### src/rtl/dma_pkg.sv
package dma_pkg;
  localparam int CAUSE_W   = 3;
  localparam int NUM_CAUSE = 6;
  localparam int CAUSE_SW  = 2;
  localparam int MODE_W    = 8;
  localparam int SW_BIT    = 8;

  localparam logic [1:0] IDX_SRC  = 2'd0;
  localparam logic [1:0] IDX_DST  = 2'd1;
  localparam logic [1:0] IDX_CNT  = 2'd2;
  localparam logic [1:0] IDX_MODE = 2'd3;

  typedef struct packed {
    logic [CAUSE_W-1:0] cause;
    logic               dinc;
    logic               sinc;
    logic               rpt;
    logic               word;
    logic               en;
  } mode_t;

  typedef enum logic [2:0] {
    S_IDLE, S_WAIT, S_RD, S_LAT, S_WR
  } eng_st_t;
endpackage

### src/rtl/dma_chan.sv
module dma_chan
  import dma_pkg::*;
#(
  parameter int AW = 16,
  parameter int DW = 16
) (
  input  logic                 clk,
  input  logic                 rst,
  input  logic                 wr_en,
  input  logic [1:0]           wr_idx,
  input  logic [DW-1:0]        wdata,
  input  logic [NUM_CAUSE-1:0] hw_req,
  input  logic                 take,
  input  logic                 done,
  output logic [AW-1:0]        src,
  output logic [AW-1:0]        dst,
  output logic [DW-1:0]        cnt,
  output mode_t                mode,
  output logic                 pend,
  output logic                 irq
);
  localparam int PAD_W = 2**CAUSE_W;

  logic [AW-1:0] src_sh, dst_sh;
  logic [DW-1:0] cnt_sh;
  logic [PAD_W-1:0] req_pad;
  mode_t wmode;
  logic mode_wr, en_now, sw_hit, hit, trig, last, kill;
  logic [CAUSE_W-1:0] cause_now;
  logic [AW-1:0] step;

  assign req_pad   = {{(PAD_W-NUM_CAUSE){1'b0}}, hw_req};
  assign wmode     = mode_t'(wdata[MODE_W-1:0]);
  assign mode_wr   = wr_en && (wr_idx == IDX_MODE);
  assign en_now    = mode_wr ? wmode.en : mode.en;
  assign cause_now = mode_wr ? wmode.cause : mode.cause;
  assign sw_hit    = mode_wr && wdata[SW_BIT];
  assign hit       = (cause_now == CAUSE_W'(CAUSE_SW)) ? sw_hit : req_pad[cause_now];
  assign trig      = en_now && hit;
  assign last      = (cnt == DW'(1));
  assign kill      = done && last && !mode.rpt;
  assign step      = mode.word ? AW'(2) : AW'(1);

  always_ff @(posedge clk) begin
    if (rst) begin
      src <= '0; dst <= '0; cnt <= '0;
      src_sh <= '0; dst_sh <= '0; cnt_sh <= '0;
      mode <= '0; pend <= 1'b0; irq <= 1'b0;
    end else begin
      irq <= 1'b0;
      if (done) begin
        if (last) irq <= 1'b1;
        if (last && mode.rpt) begin
          src <= src_sh;
          dst <= dst_sh;
          cnt <= cnt_sh;
        end else begin
          cnt <= cnt - DW'(1);
          if (mode.sinc) src <= src + step;
          if (mode.dinc) dst <= dst + step;
          if (last) mode.en <= 1'b0;
        end
      end
      if (take || kill || (mode_wr && !wmode.en)) pend <= 1'b0;
      if (trig && !kill) pend <= 1'b1;
      if (wr_en) begin
        case (wr_idx)
          IDX_SRC: begin src <= wdata[AW-1:0]; src_sh <= wdata[AW-1:0]; end
          IDX_DST: begin dst <= wdata[AW-1:0]; dst_sh <= wdata[AW-1:0]; end
          IDX_CNT: begin cnt <= wdata; cnt_sh <= wdata; end
          default: mode <= wmode;
        endcase
      end
    end
  end
endmodule

### src/rtl/dma_arb.sv
module dma_arb #(
  parameter int NCH = 2,
  parameter int IW  = (NCH > 1) ? $clog2(NCH) : 1
) (
  input  logic [NCH-1:0] pend,
  output logic [NCH-1:0] win,
  output logic [IW-1:0]  win_idx,
  output logic           any
);
  genvar gi;
  generate
    for (gi = 0; gi < NCH; gi++) begin : g_pri
      if (gi == 0) begin : g_top
        assign win[gi] = pend[gi];
      end else begin : g_low
        assign win[gi] = pend[gi] && !(|pend[gi-1:0]);
      end
    end
  endgenerate

  assign any = |pend;

  always_comb begin
    win_idx = '0;
    for (int i = NCH - 1; i >= 0; i--) begin
      if (win[i]) win_idx = IW'(i);
    end
  end
endmodule

### src/rtl/dma_engine.sv
module dma_engine
  import dma_pkg::*;
#(
  parameter int NCH = 2,
  parameter int AW  = 16,
  parameter int DW  = 16,
  parameter int IW  = (NCH > 1) ? $clog2(NCH) : 1
) (
  input  logic           clk,
  input  logic           rst,
  input  logic           any,
  input  logic [NCH-1:0] win,
  input  logic [IW-1:0]  win_idx,
  input  logic [AW-1:0]  sel_src,
  input  logic [AW-1:0]  sel_dst,
  input  logic           sel_word,
  input  logic           bus_gnt,
  input  logic [DW-1:0]  mem_rdata,
  output logic [IW-1:0]  cur,
  output logic [NCH-1:0] take,
  output logic [NCH-1:0] done,
  output logic           bus_req,
  output logic [AW-1:0]  mem_addr,
  output logic           mem_re,
  output logic           mem_we,
  output logic           mem_word,
  output logic [DW-1:0]  mem_wdata
);
  eng_st_t st;

  assign take = (st == S_IDLE && any) ? win : '0;

  genvar gi;
  generate
    for (gi = 0; gi < NCH; gi++) begin : g_done
      assign done[gi] = (st == S_WR) && (cur == IW'(gi));
    end
  endgenerate

  always_ff @(posedge clk) begin
    if (rst) begin
      st <= S_IDLE; cur <= '0; bus_req <= 1'b0;
      mem_addr <= '0; mem_re <= 1'b0; mem_we <= 1'b0;
      mem_word <= 1'b0; mem_wdata <= '0;
    end else begin
      case (st)
        S_IDLE: if (any) begin
          cur     <= win_idx;
          bus_req <= 1'b1;
          st      <= S_WAIT;
        end
        S_WAIT: if (bus_gnt) begin
          mem_re   <= 1'b1;
          mem_addr <= sel_src;
          mem_word <= sel_word;
          st       <= S_RD;
        end
        S_RD: begin
          mem_re <= 1'b0;
          st     <= S_LAT;
        end
        S_LAT: begin
          mem_wdata <= mem_word ? mem_rdata : {{(DW-8){1'b0}}, mem_rdata[7:0]};
          mem_we    <= 1'b1;
          mem_addr  <= sel_dst;
          st        <= S_WR;
        end
        default: begin
          mem_we  <= 1'b0;
          bus_req <= 1'b0;
          st      <= S_IDLE;
        end
      endcase
    end
  end
endmodule

### src/rtl/dma2ch.sv
module dma2ch
  import dma_pkg::*;
#(
  parameter int NCH = 2,
  parameter int AW  = 16,
  parameter int DW  = 16,
  localparam int IW  = (NCH > 1) ? $clog2(NCH) : 1,
  localparam int RAW = IW + 2
) (
  input  logic                 clk,
  input  logic                 rst,
  input  logic                 reg_we,
  input  logic [RAW-1:0]       reg_addr,
  input  logic [DW-1:0]        reg_wdata,
  input  logic [RAW-1:0]       reg_raddr,
  output logic [DW-1:0]        reg_rdata,
  input  logic [NUM_CAUSE-1:0] hw_req,
  output logic                 bus_req,
  input  logic                 bus_gnt,
  output logic [AW-1:0]        mem_addr,
  output logic                 mem_re,
  output logic                 mem_we,
  output logic                 mem_word,
  output logic [DW-1:0]        mem_wdata,
  input  logic [DW-1:0]        mem_rdata,
  output logic [NCH-1:0]       irq
);
  logic [AW-1:0] src_a [NCH];
  logic [AW-1:0] dst_a [NCH];
  logic [DW-1:0] cnt_a [NCH];
  mode_t         mode_a [NCH];
  logic [NCH-1:0] pend, win, take, done;
  logic [IW-1:0]  win_idx, cur, rch;
  logic any;

  genvar gi;
  generate
    for (gi = 0; gi < NCH; gi++) begin : g_ch
      dma_chan #(.AW(AW), .DW(DW)) u_chan (
        .clk(clk), .rst(rst),
        .wr_en(reg_we && (reg_addr[RAW-1:2] == IW'(gi))),
        .wr_idx(reg_addr[1:0]), .wdata(reg_wdata), .hw_req(hw_req),
        .take(take[gi]), .done(done[gi]),
        .src(src_a[gi]), .dst(dst_a[gi]), .cnt(cnt_a[gi]), .mode(mode_a[gi]),
        .pend(pend[gi]), .irq(irq[gi])
      );
    end
  endgenerate

  dma_arb #(.NCH(NCH), .IW(IW)) u_arb (
    .pend(pend), .win(win), .win_idx(win_idx), .any(any)
  );

  dma_engine #(.NCH(NCH), .AW(AW), .DW(DW), .IW(IW)) u_eng (
    .clk(clk), .rst(rst), .any(any), .win(win), .win_idx(win_idx),
    .sel_src(src_a[cur]), .sel_dst(dst_a[cur]), .sel_word(mode_a[cur].word),
    .bus_gnt(bus_gnt), .mem_rdata(mem_rdata), .cur(cur), .take(take), .done(done),
    .bus_req(bus_req), .mem_addr(mem_addr), .mem_re(mem_re), .mem_we(mem_we),
    .mem_word(mem_word), .mem_wdata(mem_wdata)
  );

  assign rch = reg_raddr[RAW-1:2];

  always_ff @(posedge clk) begin
    if (rst) begin
      reg_rdata <= '0;
    end else begin
      case (reg_raddr[1:0])
        IDX_SRC: reg_rdata <= DW'(src_a[rch]);
        IDX_DST: reg_rdata <= DW'(dst_a[rch]);
        IDX_CNT: reg_rdata <= cnt_a[rch];
        default: reg_rdata <= DW'(mode_a[rch]);
      endcase
    end
  end
endmodule

### config.mk
export PLATFORM = sky130hd
export DESIGN_NAME = dma2ch
export DESIGN_NICKNAME = d
export VERILOG_FILES = /design/src/rtl/dma_pkg.sv /design/src/rtl/dma_chan.sv /design/src/rtl/dma_arb.sv /design/src/rtl/dma_engine.sv /design/src/rtl/dma2ch.sv
export SDC_FILE = /design/constraint.sdc
export NUM_CORES = 1
export LEC_CHECK = 0
export BUFFER_PORTS_ARGS = -buffer_cell sky130_fd_sc_hd__buf_2
export CORE_AREA = 5 5 160 162
export DETAILED_ROUTE_END_ITERATION = 6
export DIE_AREA = 0 0 165 167
export PLACE_DENSITY = 0.83
export SETUP_SLACK_MARGIN = 0.3
export SLEW_MARGIN = 20
export SYNTH_ARGS = -nofsm -noshare
export SYNTH_HDL_FRONTEND = slang
export SYNTH_SLANG_ARGS = --single-unit
export TNS_END_PERCENT = 20
### constraint.sdc
create_clock -name clk -period 3 [get_ports clk]
set_input_delay 0.3 -clock clk [delete_from_list [all_inputs] [get_ports clk]]
set_output_delay 0.3 -clock clk [all_outputs]
set_load 0.1 [all_outputs]
==> metrics.txt, run 1 <==
# TYPE chip_impl_metric gauge
chip_impl_info{name="worstPathCellList",value="or4_4 > or3_4 > or3_1 > buf_4 > mux2_4 > a22oi_2 > o22ai_1"} 1
chip_impl_info{name="clock_tree.root_cell",value="sky130_fd_sc_hd__clkbuf_16"} 1
chip_impl_metric{name="vias_in_the_first_global_route",unit=""} 13500
chip_impl_metric{name="min_period_over_period",unit=""} 0.899
chip_impl_info{name="synth_most_common_cell",value="sky130_fd_sc_hd__nand2_1"} 1
chip_impl_metric{name="grt_remaining_overflow",unit=""} 0
chip_impl_metric{name="power.density",unit="nW/um^2"} 529
chip_impl_metric{name="ant_nets",unit=""} 0
chip_impl_metric{name="globalRouteMet1Util",unit=""} 0.471
chip_impl_metric{name="asyncSetResetFlopFracSynth",unit=""} 0
chip_impl_metric{name="yosysWarningCount",unit=""} 0
chip_impl_metric{name="gp_congestion",unit=""} 0.999
chip_impl_metric{name="synthesis.instances",unit=""} 1801
chip_impl_metric{name="timing_hold_violations_final",unit=""} 0
chip_impl_metric{name="synth_edf_count",unit=""} 0
chip_impl_metric{name="worst_setup_hold_path_clk_slew",unit="ps"} 60
chip_impl_metric{name="finalCriticalPeriod",unit="ps"} 2700
chip_impl_metric{name="synth_sequential_area_ratio",unit=""} 0.380
chip_impl_metric{name="final_layout_size_suffix_gt1_frac",unit=""} 0.147
chip_impl_metric{name="ys_ff_latch",unit=""} 268
chip_impl_info{name="worstSetupPathType",value="reg -> reg"} 1
chip_impl_info{name="globalRoute.busiestLayer",value="met2"} 1
chip_impl_info{name="violations_in_the_final_reports",value="design-rule violations"} 1
chip_impl_metric{name="global_route_wire_length_before_repair",unit="um"} 76200
chip_impl_metric{name="post_synth.cell_area_avg",unit="um^2"} 7.84
chip_impl_info{name="post_synth_most_frequent_cells",value="sky130_fd_sc_hd__nand2_1, sky130_fd_sc_hd__dfxtp_1, sky130_fd_sc_hd__a21oi_1"} 1
chip_impl_metric{name="inserted_clock_buffers",unit=""} 28
chip_impl_metric{name="grt_max_degree",unit=""} 102
chip_impl_metric{name="start_util",unit=""} 0.589
chip_impl_metric{name="dp_hpwl",unit="um"} 33800
chip_impl_metric{name="yosysTopAreaCellShare",unit=""} 0.380
chip_impl_metric{name="use_met2",unit=""} 0.524
chip_impl_metric{name="mappedNetlistNets",unit=""} 1865
chip_impl_metric{name="antenna_found_initial",unit=""} 3
chip_impl_metric{name="clk-insertion-delay-late",unit="ps"} 550
chip_impl_metric{name="num_rows",unit=""} 57
chip_impl_metric{name="accumulated_negative_setup_slack",unit="ps"} 0
chip_impl_metric{name="drtIter0Drc",unit=""} 2038
chip_impl_metric{name="cap_violations",unit=""} 0
chip_impl_metric{name="final-instance-count-excl-fill",unit=""} 2193
chip_impl_metric{name="highest_cell_delay_on_the_worst_timing_path",unit="ps"} 580
chip_impl_metric{name="layout_area_overhead",unit="%"} 14.0
chip_impl_metric{name="syn-cell-area",unit="um^2"} 14100
chip_impl_metric{name="grt.total_usage",unit=""} 0.346
chip_impl_metric{name="hold-worst-slack",unit="ps"} 7.26
chip_impl_metric{name="cts-root-to-sink-buffers",unit=""} 3
chip_impl_metric{name="yosysUniqueCellTypes",unit=""} 78
chip_impl_metric{name="buffer_ports.inserted",unit=""} 100
chip_impl_metric{name="setup_violations",unit=""} 0
chip_impl_metric{name="cts.htree.levels",unit=""} 1
chip_impl_metric{name="nets",unit=""} 1908
chip_impl_info{name="synth-main-ff-cell",value="sky130_fd_sc_hd__dfxtp_1"} 1
chip_impl_info{name="unrepaired_setup_endpoints_after_global_routing",value="true"} 1
chip_impl_info{name="worst_min_path_class",value="in -> reg"} 1
chip_impl_metric{name="max-vdd-ir-drop",unit="mV"} 0.491
chip_impl_info{name="post_synth_main_area_contributors",value="sky130_fd_sc_hd__dfxtp_1, sky130_fd_sc_hd__nand2_1, sky130_fd_sc_hd__a21oi_1"} 1
chip_impl_metric{name="dpl.cell_count",unit=""} 2133
chip_impl_metric{name="drtPass1Iterations",unit=""} 7
chip_impl_metric{name="route.detailed.vias_per_inst",unit=""} 6.71
chip_impl_metric{name="drt-total-wl",unit="um"} 49500
chip_impl_metric{name="total_leakage_power",unit="nW"} 5.78
chip_impl_metric{name="design.die.area",unit="um^2"} 27600
chip_impl_metric{name="fin_worst_skew",unit="ps"} 7.04
chip_impl_metric{name="fillers",unit=""} 1989
chip_impl_metric{name="clock_sink_count",unit=""} 268
chip_impl_metric{name="die_w",unit="um"} 165
chip_impl_metric{name="maximum_fanout_count_along_the_critical_path",unit=""} 33
chip_impl_metric{name="io_pins",unit=""} 102
chip_impl_info{name="endpoint_kind",value="flop"} 1
chip_impl_info{name="synth_top_area_cell",value="sky130_fd_sc_hd__dfxtp_1"} 1
chip_impl_metric{name="worstPathRequired",unit="ps"} 3420
chip_impl_metric{name="die_y",unit="um"} 167
chip_impl_metric{name="timing.critical_path.arrival",unit="ps"} 3120
chip_impl_metric{name="clock.fmax",unit="MHz"} 371
chip_impl_metric{name="tightest_slew",unit="ps"} 785
chip_impl_metric{name="core-area",unit="um^2"} 24000
chip_impl_metric{name="drt_drc_violations_left",unit=""} 1
chip_impl_metric{name="report.final.slew_viol_count",unit=""} 0
chip_impl_metric{name="post_drt_wl_per_cell",unit="um"} 22.6
chip_impl_metric{name="groute.layer.met3.usage",unit=""} 0.0761
chip_impl_metric{name="detailroute.via_count",unit=""} 14700
chip_impl_info{name="crit_path_top_delay_cell",value="sky130_fd_sc_hd__or4_4"} 1
chip_impl_info{name="cts_tree",value="built"} 1
chip_impl_metric{name="maxSlewHeadroom",unit=""} 0.477
chip_impl_info{name="critical_path.startpoint_type",value="flop"} 1
chip_impl_info{name="outcome",value="finished, violations left"} 1
## registers in the layout, indices dropped and copies added, names as in the netlist, 3 cells and up
register and flops:
g_ch.u_chan.cnt 32, g_ch.u_chan.cnt_sh 32, g_ch.u_chan.dst 32, g_ch.u_chan.dst_sh 32, g_ch.u_chan.src 32, g_ch.u_chan.src_sh 32
g_ch.u_chan.mode 16, reg_rdata 16, u_eng.mem_addr 16, u_eng.mem_wdata 16, u_eng.st 3
## per-stage QoR
stage                     instance area (um^2)  power (mW)  utilization  setup WS, ps
after global placement                   15000        4.64        0.625           338
final                                    16100        8.51        0.672           304
after detailed placement                 15000        4.66        0.625           298
after CTS                                16100        8.48        0.671           344
after floorplan                          14100        4.38            -           447
after global routing                     16100        8.74        0.671           208
## routing by layer
metal  vias to the layer above  part of all wire
met1                      6834              0.37
met5                         -           0.00022
met3                       191              0.14
li1                       6635                 -
met2                      1049              0.43
met4                         2             0.056
## logic make-up after synthesis
kind of cell,synth area share
AND/OR/NAND/NOR,0.231
AO/OA/AOI/OAI,0.236
flip-flops,0.380
buffers and inverters,0.0528
multiplexers,0.0836
adder cells (fa/ha/maj),0.0163
## path summary, 6_finish.rpt
path	from	end	slack, ps	depth (start not counted)
max	g_ch[1].u_chan.cnt[10]	g_ch[1].u_chan.src[2]	300	7
min reg2reg	u_eng.mem_wdata[9]	u_eng.mem_wdata[9]	450	2
min	mem_rdata[2]	u_eng.mem_wdata[2]	7	3
max reg2reg	g_ch[1].u_chan.cnt[10]	g_ch[1].u_chan.src[2]	300	7
## area by class of cell
class	instances	area (um^2)	share of cell area
multi-input cells	1347	8060	0.501
repair buffers	170	1110	0.0688
clock inverters	10	175	0.0109
well taps	324	405	0.0252
diodes	3	7.51	0.000467
clock buffers	42	865	0.0537
inverters	29	109	0.00676
flip-flops and latches	268	5370	0.333
## power breakdown
group	internal, mW	leakage [nW]	total (mW)	switching (mW)
clock network	2.41	0.517	3.89	1.48
registers	3.65	2.17	3.76	0.113
logic	0.271	3.09	0.862	0.592
total	6.33	5.78	8.51	2.19
## worst max-delay path, delay by kind of cell, from the launching register on
| family | cells | cell delay (ps) |
|---|---|---|
| mux | 1 | 340 |
| simple gates | 3 | 1310 |
| compound gates | 2 | 270 |
| flops | 1 | 340 |
| buf+inv | 1 | 270 |
## repair_timing
action / 4_1_cts / 5_1_grt
resized for setup: 1 / 1
endpoints found under the hold margin: 5 / 0
setup buffers: 0 / 0
hold buffers: 5 / 0
endpoints found under the setup margin: 1 / 33
## layout by cell type, fill, tap and decap left out, types with 19 or more instances in the layout
cell / n
sky130_fd_sc_hd__nand2_1: 334
sky130_fd_sc_hd__nor2_1: 140
sky130_fd_sc_hd__nand3_1: 50
sky130_fd_sc_hd__inv_1: 29
sky130_fd_sc_hd__clkbuf_16: 29
sky130_fd_sc_hd__a21oi_1: 239
sky130_fd_sc_hd__nand4_1: 27
sky130_fd_sc_hd__a211oi_1: 36
sky130_fd_sc_hd__nor3_1: 41
sky130_fd_sc_hd__o22ai_1: 19
sky130_fd_sc_hd__o21ai_0: 72
sky130_fd_sc_hd__a31oi_1: 19
sky130_fd_sc_hd__buf_2: 99
sky130_fd_sc_hd__dfxtp_1: 267
sky130_fd_sc_hd__buf_4: 60
sky130_fd_sc_hd__o221ai_1: 19
sky130_fd_sc_hd__mux4_2: 25
sky130_fd_sc_hd__mux2i_1: 50
No activity file was read; power rests on OpenSTA's default activity.
==> inputs of run 2 (changes only) <==
- ABC_AREA: default -> 1
- CORE_AREA: 5 5 160 162 -> 5 5 165 167
- DIE_AREA: 0 0 165 167 -> 0 0 170 172
- SLEW_MARGIN: 20 -> default
==> metrics.txt, run 2 <==
# TYPE chip_impl_metric gauge
chip_impl_metric{name="detailroute.via_count",unit=""} 16600
chip_impl_metric{name="drt_drc_violations_left",unit=""} 0
chip_impl_metric{name="final_cell_area",unit="um^2"} 16900
chip_impl_metric{name="yosysTopAreaCellShare",unit=""} 0.355
chip_impl_info{name="synth_most_common_cell",value="sky130_fd_sc_hd__nand2_1"} 1
chip_impl_metric{name="io_pins",unit=""} 102
chip_impl_metric{name="start_util",unit=""} 0.590
chip_impl_metric{name="gp_congestion",unit=""} 0.963
chip_impl_metric{name="fin_worst_skew",unit="ps"} 13.0
chip_impl_metric{name="final-instance-count-excl-fill",unit=""} 2823
chip_impl_metric{name="place_ws",unit="ps"} 488
chip_impl_metric{name="dp_hpwl",unit="um"} 36100
chip_impl_metric{name="yosysWarningCount",unit=""} 0
chip_impl_metric{name="fin_ws",unit="ps"} 539
chip_impl_metric{name="nets",unit=""} 2529
chip_impl_metric{name="yosysUniqueCellTypes",unit=""} 43
chip_impl_metric{name="ant_nets",unit=""} 0
chip_impl_metric{name="antenna_found_initial",unit=""} 0
chip_impl_metric{name="grt.total_usage",unit=""} 0.348
chip_impl_metric{name="post_drt_wl_per_cell",unit="um"} 18.5
chip_impl_info{name="outcome",value="completed"} 1
chip_impl_metric{name="max-vdd-ir-drop",unit="mV"} 0.557
chip_impl_metric{name="worstPathRequired",unit="ps"} 3480
chip_impl_metric{name="maximum_fanout_count_along_the_critical_path",unit=""} 5
chip_impl_metric{name="finalCriticalPeriod",unit="ps"} 2460
chip_impl_metric{name="synthesis.instances",unit=""} 2421
chip_impl_metric{name="ys_ff_latch",unit=""} 268
chip_impl_metric{name="synth_edf_count",unit=""} 0
chip_impl_metric{name="asyncSetResetFlopFracSynth",unit=""} 0
chip_impl_metric{name="synth_sequential_area_ratio",unit=""} 0.355
chip_impl_metric{name="die_y",unit="um"} 172
chip_impl_metric{name="clock.fmax",unit="MHz"} 406
chip_impl_metric{name="min_period_over_period",unit=""} 0.820
chip_impl_metric{name="route.detailed.vias_per_inst",unit=""} 5.89
chip_impl_metric{name="cts.htree.levels",unit=""} 1
chip_impl_metric{name="utilization_after_layout",unit=""} 0.661
chip_impl_metric{name="vias_in_the_first_global_route",unit=""} 15200
chip_impl_info{name="post_synth_main_area_contributors",value="sky130_fd_sc_hd__dfxtp_1, sky130_fd_sc_hd__nand2_1, sky130_fd_sc_hd__a21oi_1"} 1
chip_impl_info{name="layout_commonest_cell",value="sky130_fd_sc_hd__nand2_1"} 1
chip_impl_info{name="worstSetupPathType",value="reg -> reg"} 1
chip_impl_metric{name="cts-root-to-sink-buffers",unit=""} 3
chip_impl_metric{name="fin_total_pwr",unit="mW"} 8.98
chip_impl_metric{name="grt_max_degree",unit=""} 89
chip_impl_info{name="critical_path.startpoint_type",value="flop"} 1
chip_impl_info{name="synth_top_area_cell",value="sky130_fd_sc_hd__dfxtp_1"} 1
chip_impl_metric{name="hold-worst-slack",unit="ps"} 20.0
chip_impl_metric{name="drt-total-wl",unit="um"} 52300
chip_impl_metric{name="timing_hold_violations_final",unit=""} 0
chip_impl_metric{name="dpl.cell_count",unit=""} 2755
chip_impl_metric{name="setup_violations",unit=""} 0
chip_impl_info{name="crit_path_top_delay_cell",value="sky130_fd_sc_hd__fa_1"} 1
chip_impl_metric{name="tightest_slew",unit="ps"} 995
chip_impl_metric{name="grt_remaining_overflow",unit=""} 0
chip_impl_metric{name="highest_cell_delay_on_the_worst_timing_path",unit="ps"} 440
chip_impl_metric{name="power.density",unit="nW/um^2"} 531
chip_impl_metric{name="die_w",unit="um"} 170
chip_impl_metric{name="fillers",unit=""} 2337
chip_impl_info{name="path_common_cell",value="sky130_fd_sc_hd__inv_1"} 1
chip_impl_metric{name="mappedNetlistNets",unit=""} 2485
chip_impl_info{name="post_synth_most_frequent_cells",value="sky130_fd_sc_hd__nand2_1, sky130_fd_sc_hd__a21oi_1, sky130_fd_sc_hd__dfxtp_1"} 1
chip_impl_metric{name="syn-cell-area",unit="um^2"} 15100
chip_impl_metric{name="global_route_wire_length_before_repair",unit="um"} 81400
chip_impl_metric{name="place_area",unit="um^2"} 15700
chip_impl_info{name="synth-main-ff-cell",value="sky130_fd_sc_hd__dfxtp_1"} 1
chip_impl_metric{name="buffer_ports.inserted",unit=""} 100
chip_impl_info{name="worstPathCellList",value="inv_1 > ha_1 > inv_1 > fa_1 > inv_1 > nand4_1 > nor2_1 > nand4_1 > nand3_1 > nand3_1 > nand2_1 > nand2_1 > a21oi_1"} 1
chip_impl_metric{name="total_leakage_power",unit="nW"} 7.10
chip_impl_metric{name="core-area",unit="um^2"} 25600
chip_impl_metric{name="post_synth.cell_area_avg",unit="um^2"} 6.24
chip_impl_metric{name="design.die.area",unit="um^2"} 29200
chip_impl_metric{name="layout_area_overhead",unit="%"} 12.1
chip_impl_metric{name="clock_sink_count",unit=""} 268
chip_impl_metric{name="final_layout_size_suffix_gt1_frac",unit=""} 0.0908
chip_impl_metric{name="accumulated_negative_setup_slack",unit="ps"} 0
chip_impl_info{name="cts_tree",value="built"} 1
chip_impl_metric{name="clk-insertion-delay-late",unit="ps"} 560
chip_impl_metric{name="cap_violations",unit=""} 0
chip_impl_info{name="unrepaired_setup_endpoints_after_global_routing",value="false"} 1
chip_impl_metric{name="num_rows",unit=""} 59
chip_impl_info{name="endpoint_kind",value="flop"} 1
chip_impl_info{name="final_cell_mix",value="sky130_fd_sc_hd__nand2_1, sky130_fd_sc_hd__a21oi_1, sky130_fd_sc_hd__dfxtp_1"} 1
chip_impl_metric{name="drtIter0Drc",unit=""} 2048
chip_impl_metric{name="timing.critical_path.arrival",unit="ps"} 2940
chip_impl_metric{name="maxSlewHeadroom",unit=""} 0.337
chip_impl_metric{name="n_antenna_cell",unit=""} 0
chip_impl_metric{name="inserted_clock_buffers",unit=""} 31
chip_impl_metric{name="worst_setup_hold_path_clk_slew",unit="ps"} 60
chip_impl_info{name="worst_min_path_class",value="in -> reg"} 1
chip_impl_metric{name="drtPass1Iterations",unit=""} 6
chip_impl_metric{name="report.final.slew_viol_count",unit=""} 0
chip_impl_info{name="clock_tree.root_cell",value="sky130_fd_sc_hd__clkbuf_16"} 1
-- run 2: cell types whose count changed in the layout (fill, tap and decap cells not counted), sizes merged, moves of 29 or more --
cell	previous run	this run
nand2	334	826
inv	29	215
o21ai	72	182
nand3	50	136
nor2	142	205
a21oi	239	292
mux2i	50	2
a211oi	37	4
buf	165	134
nor3	44	15
-- run 2: final cells by class --
cell class | instances | area (um^2) | share of cell area
flip-flops and latches | 268 | 5370 | 0.317
repair buffers | 146 | 895 | 0.0529
well taps | 335 | 419 | 0.0248
inverters | 216 | 812 | 0.0480
clock inverters | 19 | 304 | 0.0180
clock buffers | 37 | 828 | 0.0489
multi-input cells | 1802 | 8300 | 0.490
-- run 2: cell families (layout without fill, tap and decap cells) --
logic type | after synthesis | after routing | share of synthesized area
AOI/OAI and AO/OA | 532 | 532 | 0.186
xor gates and xnor gates | 30 | 30 | 0.0174
adders and majority gates | 16 | 16 | 0.0152
buffers and inverters | 351 | 418 | 0.0960
DFF | 268 | 268 | 0.355
muxes | 2 | 2 | 0.00133
and+or+nand+nor | 1222 | 1222 | 0.329
-- run 2: final timing paths --
path                        startpoint                   endpoint  slack (ps)  depth (start not counted)
max             g_ch[1].u_chan.mode[1]     g_ch[1].u_chan.src[14]         540                         13
min                      mem_rdata[10]        u_eng.mem_wdata[10]          20                          3
max reg2reg     g_ch[1].u_chan.mode[1]     g_ch[1].u_chan.src[14]         540                         13
min reg2reg  g_ch[1].u_chan.dst_sh[12]  g_ch[1].u_chan.dst_sh[12]         460                          2
-- run 2: routing by layer --
layer / up-vias / GRT usage / wire, um
li1: 7935 / - / -
met1: 7599 / 0.471 / 21100
met2: 925 / 0.536 / 22300
met3: 163 / 0.0569 / 5660
met4: 0 / 0.187 / 3280
met5: - / 0 / 0
-- run 2: power breakdown --
group          internal, mW  switching [mW]  total, mW
combinational         0.258           0.781       1.04
clock                  2.64            1.54       4.19
sequential             3.66          0.0958       3.76
total                  6.56            2.42       8.98
-- run 2: critical path: cells and delay by family, from the launching register on --
family | cells | cell delay (ps)
AO/OA/AOI/OAI | 1 | 150
AND/OR/NAND/NOR | 7 | 790
flip-flops | 1 | 380
buffers and inverters | 3 | 410
adder cells (fa/ha/maj) | 2 | 660
-- run 2: what timing repair did --
action / in CTS / in global routing
setup buffers: 0 / 0
hold buffers: 12 / 0
endpoints found under the hold margin: 12 / 0
resized for setup: 0 / 3
endpoints found under the setup margin: 0 / 2
